==> src/rtl/npc_pkg.sv <==
package npc_pkg;
  typedef enum logic [2:0] {
    CF_SEQ  = 3'd0,
    CF_BEQ  = 3'd1,
    CF_BNE  = 3'd2,
    CF_JMP  = 3'd3,
    CF_JAL  = 3'd4,
    CF_JREG = 3'd5
  } cf_kind_e;
endpackage

==> src/rtl/npc_cmp.sv <==
module npc_cmp #(
  parameter int XLEN = 32
) (
  input  logic [XLEN-1:0] a_i,
  input  logic [XLEN-1:0] b_i,
  output logic            eq_o
);
  logic [XLEN-1:0] diff;
  always_comb begin
    diff = a_i ^ b_i;
    eq_o = ~(|diff);
  end
endmodule

==> src/rtl/npc_addr.sv <==
module npc_addr #(
  parameter int XLEN  = 32,
  parameter int OFS_W = 16,
  parameter int TGT_W = 26
) (
  input  logic [XLEN-1:0]  pc_i,
  input  logic [OFS_W-1:0] ofs_i,
  input  logic [TGT_W-1:0] tgt_i,
  output logic [XLEN-1:0]  seq_o,
  output logic [XLEN-1:0]  br_o,
  output logic [XLEN-1:0]  jmp_o
);
  localparam int SX_W = XLEN - OFS_W - 2;
  localparam int HI_W = XLEN - TGT_W - 2;

  logic [XLEN-1:0] ofs_bytes;

  always_comb begin
    seq_o     = pc_i + XLEN'(4);
    ofs_bytes = {{SX_W{ofs_i[OFS_W-1]}}, ofs_i, 2'b00};
    br_o      = seq_o + ofs_bytes;
    jmp_o     = {seq_o[XLEN-1 -: HI_W], tgt_i, 2'b00};
  end
endmodule

==> src/rtl/npc_sel.sv <==
module npc_sel #(
  parameter int XLEN = 32
) (
  input  logic [2:0]      kind_i,
  input  logic            eq_i,
  input  logic [XLEN-1:0] seq_i,
  input  logic [XLEN-1:0] br_i,
  input  logic [XLEN-1:0] jmp_i,
  input  logic [XLEN-1:0] jreg_i,
  output logic [XLEN-1:0] next_o,
  output logic            link_o,
  output logic            fault_o
);
  import npc_pkg::*;
  cf_kind_e kind;

  always_comb begin
    kind    = cf_kind_e'(kind_i);
    next_o  = seq_i;
    link_o  = 1'b0;
    fault_o = 1'b0;
    case (kind)
      CF_BEQ:  if (eq_i)  next_o = br_i;
      CF_BNE:  if (!eq_i) next_o = br_i;
      CF_JMP:  next_o = jmp_i;
      CF_JAL:  begin next_o = jmp_i; link_o = 1'b1; end
      CF_JREG: begin next_o = jreg_i; fault_o = |jreg_i[1:0]; end
      default: next_o = seq_i;
    endcase
  end
endmodule

==> src/rtl/npc_unit.sv <==
module npc_unit #(
  parameter int          XLEN     = 32,
  parameter int          OFS_W    = 16,
  parameter int          TGT_W    = 26,
  parameter logic [31:0] RESET_PC = 32'h0
) (
  input  logic             clk,
  input  logic             rst,
  input  logic [XLEN-1:0]  pc_i,
  input  logic [2:0]       kind_i,
  input  logic [XLEN-1:0]  opa_i,
  input  logic [XLEN-1:0]  opb_i,
  input  logic [OFS_W-1:0] ofs_i,
  input  logic [TGT_W-1:0] jtgt_i,
  input  logic [XLEN-1:0]  jreg_i,
  output logic [XLEN-1:0]  next_pc_o,
  output logic             link_we_o,
  output logic [XLEN-1:0]  link_val_o,
  output logic             misalign_o
);
  import npc_pkg::*;
  localparam int HI_W = XLEN - TGT_W - 2;

  logic            eq;
  logic [XLEN-1:0] seq_pc, br_pc, jmp_pc, nxt;
  logic            link, fault;

  npc_cmp #(.XLEN(XLEN)) u_cmp (.a_i(opa_i), .b_i(opb_i), .eq_o(eq));

  npc_addr #(.XLEN(XLEN), .OFS_W(OFS_W), .TGT_W(TGT_W)) u_addr (
    .pc_i(pc_i), .ofs_i(ofs_i), .tgt_i(jtgt_i),
    .seq_o(seq_pc), .br_o(br_pc), .jmp_o(jmp_pc));

  npc_sel #(.XLEN(XLEN)) u_sel (
    .kind_i(kind_i), .eq_i(eq), .seq_i(seq_pc), .br_i(br_pc),
    .jmp_i(jmp_pc), .jreg_i(jreg_i),
    .next_o(nxt), .link_o(link), .fault_o(fault));

  // one register stage on every result
  always_ff @(posedge clk) begin
    if (rst) begin
      next_pc_o  <= XLEN'(RESET_PC);
      link_we_o  <= 1'b0;
      link_val_o <= '0;
      misalign_o <= 1'b0;
    end else begin
      next_pc_o  <= nxt;
      link_we_o  <= link;
      link_val_o <= seq_pc;
      misalign_o <= fault;
    end
  end

  logic past_ok;
  always_ff @(posedge clk) begin
    if (rst) past_ok <= 1'b0;
    else     past_ok <= 1'b1;
  end

  a_r8_link_only_jal: assert property (@(posedge clk) disable iff (rst)
    (past_ok && link_we_o) |-> ($past(kind_i) == 3'(CF_JAL)));
  a_r8_link_value: assert property (@(posedge clk) disable iff (rst)
    past_ok |-> (link_val_o == $past(pc_i) + XLEN'(4)));
  a_r7_fault_only_jreg: assert property (@(posedge clk) disable iff (rst)
    (past_ok && misalign_o) |-> ($past(kind_i) == 3'(CF_JREG)));
  a_r7_jreg_target: assert property (@(posedge clk) disable iff (rst)
    (past_ok && $past(kind_i) == 3'(CF_JREG)) |-> (next_pc_o == $past(jreg_i)));
  a_r2_sequential: assert property (@(posedge clk) disable iff (rst)
    (past_ok && $past(kind_i) == 3'(CF_SEQ)) |-> (next_pc_o == $past(pc_i) + XLEN'(4)));
  a_r5_jump_upper: assert property (@(posedge clk) disable iff (rst)
    (past_ok && ($past(kind_i) == 3'(CF_JMP) || $past(kind_i) == 3'(CF_JAL)))
    |-> (next_pc_o[XLEN-1 -: HI_W] == $past(pc_i[XLEN-1 -: HI_W] + HI_W'(pc_i[XLEN-HI_W-1:2] == '1))
         && next_pc_o[1:0] == 2'b00));
endmodule

==> config.mk <==
export PLATFORM = sky130hd
export DESIGN_NAME = npc_unit
export DESIGN_NICKNAME = d
export VERILOG_FILES = /design/src/rtl/npc_pkg.sv /design/src/rtl/npc_cmp.sv /design/src/rtl/npc_addr.sv /design/src/rtl/npc_sel.sv /design/src/rtl/npc_unit.sv
export SDC_FILE = /design/constraint.sdc
export NUM_CORES = 1
export LEC_CHECK = 0
export ABC_AREA = 1
export BUFFER_PORTS_ARGS = -buffer_cell sky130_fd_sc_hd__buf_2
export CELL_PAD_IN_SITES_DETAIL_PLACEMENT = 2
export CELL_PAD_IN_SITES_GLOBAL_PLACEMENT = 2
export CORE_AREA = 2 2 179 181
export CTS_CLUSTER_DIAMETER = 150
export DETAILED_ROUTE_END_ITERATION = 10
export DIE_AREA = 0 0 181 183
export PLACE_DENSITY = 0.78
export SYNTH_ARGS = -nofsm -noshare
export SYNTH_HDL_FRONTEND = slang
export SYNTH_HIERARCHICAL = 1
export SYNTH_SLANG_ARGS = --single-unit
==> constraint.sdc <==
create_clock -name clk -period 3.15 [get_ports clk]
set_clock_uncertainty 0.05 [all_clocks]
set_input_delay 0.315 -clock clk [delete_from_list [all_inputs] [get_ports clk]]
set_output_delay 0.315 -clock clk [all_outputs]
set_load 0.02 [all_outputs]
Word-level counts from Yosys, hierarchy flattened
Cells that the tools add are included.
Widths: inputs -> output; s select.
{ "word_totals": {"reg_bits": 66, "word_cells": 21} }
{ "classes": {"n_addsub": 2, "eq_ne": 5, "n_mux": 4, "bitwise_logic": 2, "n_reduce_logical": 4} }
{ "op_table": {"columns": ["op", "count"], "rows": [
  ["$pmux 32 s4", 1],
  ["$mux 32", 2],
  ["$add 32x3->32 const B", 1],
  ["$add 32x32->32", 1],
  ["$reduce_or 32->1", 1],
  ["$xor 32x32->32", 1],
  ["$eq 3x2->1 const B", 2],
  ["$eq 3x3->1 const B", 2],
  ["$reduce_or 2->1", 3],
  ["$eq 3x1->1 const B", 1],
  ["$mux 1", 1],
  ["$not 1->1", 1]
]} }

Logic depth before layout (Yosys ltp)
{ "logic_depth": {"depth_word": 4, "depth_mapped": 27, "mapped_depth_nobuf": 27} }

Cells and area by module
The synthesis kept the hierarchy.
{ "modules_own_cells": {"columns": ["mod", "n_inst", "cells_each", "area_per_inst_um2", "seq_area_each_um2"], "rows": [
  ["npc_addr", 1, 544, 2940.3, 0.0],
  ["npc_sel", 1, 558, 2262.2, 0.0],
  ["npc_unit", 1, 205, 1879.3, 1321.3],
  ["npc_cmp", 1, 168, 645.6, 0.0]
]} }

Worst setup path before layout
OpenSTA, ideal clock, no wires.
{ "synth_path": {"path_type": "input-to-reg", "start": "input port pc_i[2]", "end": "register next_pc_o[30]", "arrival_time_ns": 2.738, "required_ns": 2.988, "path_slack_ns": 0.250, "stages": 23, "n_path_buf": 0, "path_cell_list": "inv_1 -> nor2_4 -> nand2_4 -> nor3b_4 -> nand4_1 -> xor2_1 -> ha_1 -> a21oi_1 -> o21ai_0 -> nand2_1 -> nand2_1 -> a21oi_1 -> nand2_1 -> nand2_1 -> nand2_1 -> inv_1 -> nand2_1 -> nand2_1 -> nor2_1 -> nor2_1 -> nand3_1 -> inv_1 -> nor2_1"} }
{ "synth_via": {"elab_chain_cells": 4} }
{ "synth_lines": {"columns": ["item", "line", "text"], "rows": [
  ["start: declaration", "npc_unit.sv:9", "input logic [XLEN-1:0] pc_i,"],
  ["$add 32x3->32 *", "npc_addr.sv:19", "seq_o = pc_i + XLEN'(4);"],
  ["net seq_pc[25]", "npc_unit.sv:25", "logic [XLEN-1:0] seq_pc, br_pc, jmp_pc, nxt;"],
  ["$add 32x32->32 *", "npc_addr.sv:21", "br_o = seq_o + ofs_bytes;"],
  ["net br_pc[30]", "npc_unit.sv:25", null],
  ["$mux 32, on equally long branches", "npc_sel.sv:24, npc_sel.sv:23", null],
  ["$pmux 32 s4 *", "npc_sel.sv:22", "case (kind)"],
  ["net nxt[30]", "npc_unit.sv:25", null],
  ["end signal: assignment", "npc_unit.sv:42", "next_pc_o <= XLEN'(RESET_PC);"],
  ["end signal: assignment", "npc_unit.sv:47", "next_pc_o <= nxt;"],
  ["end: declaration", "npc_unit.sv:16", "output logic [XLEN-1:0] next_pc_o,"]
]} }
The timed path passes the listed nets; every way through them passes the cells marked *.
A chain may end at the register's enable or synchronous reset.

Final worst setup path
{ "layout_path": {"start": "input port pc_i[8]", "end": "register next_pc_o[23]"} }
Same word-level chain as after synthesis.

==> results.py <==
metrics = {
    "drt": {
        "wl_per_cell_um": 21.6,
        "drt-total-wl_um": 48100,
        "drtPass1Iterations": 5,
        "vias_per_cell": 4.86,
        "detailedRoute.firstIterationViolations": 606,
        "drc_errors": 0,
        "ant_nets": 0,
        "via_count": 10800,
    },
    "clocking": {
        "cts_num_sinks": 66,
        "tritoncts": "yes",
        "htree_levels": 3,
        "path_clk_slew_ns": 0.06,
        "cts_root_buf": "clkbuf_16",
        "clockBufferDepth": 2,
        "cts_made_buffers": 9,
    },
    "final_layout": {
        "final_common_cell": "nand2_1",
        "instances_no_fill": 2223,
        "final_nets": 2019,
        "area_growth_syn_to_layout_pct": 49.1,
        "n_fill_cell": 3968,
        "final-seq-area_um2": 1320,
        "layout_common_cells": "425 x nand2_1, 274 x inv_1, 260 x nor2_1, 233 x buf_2, 159 x buf_4",
        "multi_input_area_um2": 5860,
        "drive_gt1_frac": 0.323,
    },
    "power": {
        "pwr-share-comb": 0.486,
        "internal_power_mw": 2.22,
        "p_clk_frac": 0.275,
        "ir_drop_mv": 0.263,
        "p_per_area_nw_per_um2": 334,
        "power.total_mw": 3.84,
        "seqPwrFrac": 0.239,
        "p_leak_nw": 6.80,
        "switching_share": 0.422,
        "switchingPower_mw": 1.62,
    },
    "yosys": {
        "yosysTopAreaCellShare": 0.223,
        "synth_cell_types": 34,
        "netlist_area_um2": 7730,
        "synth_area_per_cell_um2": 5.24,
        "ys_seq_area_frac": 0.171,
        "synth_top_cell_by_area": "nand2_1",
        "synth_warnings": 6,
        "ys_ff_latch": 66,
        "yosys-top-cells-area": "nand2_1 22%, dfxtp_1 17%, nor2_1 14%",
        "synthCells": 1475,
    },
    "global_route": {
        "grt_pass1_vias": 11100,
        "track_usage": 0.219,
        "grt_overflow": 0,
        "antenna_found_initial": 5,
        "grt_max_degree": 53,
        "grt_pass1_wl_um": 57900,
    },
    "floorplan": {
        "start_util": 0.247,
        "pin_count": 241,
        "coreArea_um2": 31200,
        "die-width_um": 181,
        "die_h_um": 183,
        "dieArea_um2": 33100,
        "row_count": 65,
    },
    "place": {
        "post-dp-hpwl_um": 30200,
        "dp_cells": 2182,
        "port_buffers": 240,
        "gp_congestion": 0.881,
    },
    "sta": {
        "worstMarginPinSlew_ns": 0.822,
        "slew_viol_final": 0,
        "setup-violations-final": 15,
        "period_needed_ns": 3.52,
        "setup_ws_ns": -0.374,
        "hold_viol": 0,
        "slew-limit-headroom": 0.452,
        "max_freq_ghz": 0.284,
        "fin_setup_tns_ns": -1.42,
        "rsz0062_at_grt": "yes",
        "period_share": 1.12,
    },
    "min_path": {
        "hold_depth": 3,
        "worstHoldEndpoint": "link_val_o[0]",
        "worstHoldStart": "pc_i[0]",
        "min_path_type": "input pin to register",
    },
    "critical_path": {
        "critPathLaunchType": "input pin",
        "cp_max_fo": 4,
        "cp-end-kind": "register",
        "worstPathArrival_ns": 3.75,
        "worst_ep_required_time_ns": 3.37,
        "path_class": "input pin to register",
    },
    "job": {
        "drv_cap": 0,
    },
    "status": {
        "outcome": "complete, but fails checks",
        "violations": "negative setup slack",
    },
}
-- through the flow --
step / util / setup slack, ns / hold slack [ns] / area [um2]
3_5_place_dp: 0.321 / -0.540 / 0.531 / 10000
3_3_place_gp: 0.321 / -0.427 / 0.525 / 10000
4_1_cts: 0.334 / 0.00124 / 0.164 / 10400
5_1_grt: 0.369 / -0.517 / 0.181 / 11500
2_1_floorplan: - / 0.250 / 0.470 / 7730
6_report: 0.369 / -0.374 / 0.174 / 11500
-- worst max path at each step --
stage | start | end | cells after the start
2_1_floorplan | pc_i[2] | next_pc_o[30] | 23
3_3_place_gp | pc_i[8] | next_pc_o[28] | 25
3_5_place_dp | pc_i[2] | next_pc_o[28] | 26
4_1_cts | pc_i[7] | next_pc_o[29] | 25
5_1_grt | pc_i[9] | next_pc_o[23] | 25
6_report | pc_i[8] | next_pc_o[23] | 25
-- state kept, by name, summed over array words and instances, names as in the netlist --
| register | cells |
|---|---|
| next_pc_o | 32 |
| misalign_o | 1 |
| link_we_o | 1 |
| link_val_o | 32 |
-- worst max-delay path, stage by stage --
cell     delay, ns
buf_2         0.12
buf_4         0.15
nand2_1       0.06
inv_1         0.09
nand3_2       0.14
buf_4         0.21
nor2_4        0.12
xor2_2        0.28
ha_4          0.24
nand2_2       0.12
buf_4         0.17
nor3_1        0.30
nand2_1       0.17
nand2_4       0.15
nand2_1       0.07
nand2_1       0.07
xor2_1        0.18
inv_1         0.10
nand2_1       0.09
nand2_1       0.07
nor2_1        0.13
nor2_1        0.08
nand3_1       0.12
inv_1         0.07
nor2_1        0.13
-- cells by family after synthesis --
family | Yosys count | synth area share
other | 1 | 0.000485
AOI/OAI and AO/OA | 81 | 0.0557
DFF | 66 | 0.171
adders and majority gates | 34 | 0.0560
xor gates and xnor gates | 45 | 0.0510
and+or+nand+nor | 886 | 0.463
buffers and inverters | 362 | 0.203
-- power by group through the flow --
stage | Combinational [mW] | Sequential, mW | Clock (mW)
floorplan | 0.760 | 1.01 | 0
global placement | 1.40 | 0.930 | 0
detailed placement | 1.48 | 0.932 | 0
CTS | 1.51 | 0.914 | 1.05
global route | 2.00 | 0.924 | 1.12
finish | 1.87 | 0.918 | 1.06
-- routing by layer --
| metal | track usage | part of all wire | wire length (um) | up-vias |
|---|---|---|---|---|
| met5 | 0 | 0 | 0 | - |
| met3 | 0.0254 | 0.045 | 2170 | 84 |
| li1 | - | - | - | 4997 |
| met4 | 0.0637 | 0.030 | 1430 | 0 |
| met2 | 0.406 | 0.50 | 24000 | 349 |
| met1 | 0.265 | 0.42 | 20400 | 5364 |
-- repair_timing --
action / CTS / global route
setup endpoints to repair: 13 / 21
resized for setup: 21 / 206
setup buffers: 1 / 18
pin swaps: 1 / 68
cloned: 0 / 0
hold buffers: 0 / 0
-- layout make-up --
type / count / share of cell area
timing repair buffer: 397 / 0.212
sequential: 66 / 0.115
clock buffer: 12 / 0.0214
multi-input combinational: 1048 / 0.508
inverter: 288 / 0.0941
tap: 402 / 0.0437
antenna: 6 / 0.00130
clock inverter: 4 / 0.00445
-- synthesized netlist by cell type (all sizes together) --
library cell and number:
xnor2 14, fa 1, o21ai 8, buf 69, conb 1, a21o 3, xor2 31, clkbuf 5
nand3b 1, nor3 5, nand2 464, nor2 296, or2 1, o21a 1, o21bai 6, a21oi 63
dfxtp 66, nor4 3, ha 33, inv 288, nor3b 2, nand3 104, nand4 10
Power figures use the tool's default switching activity.
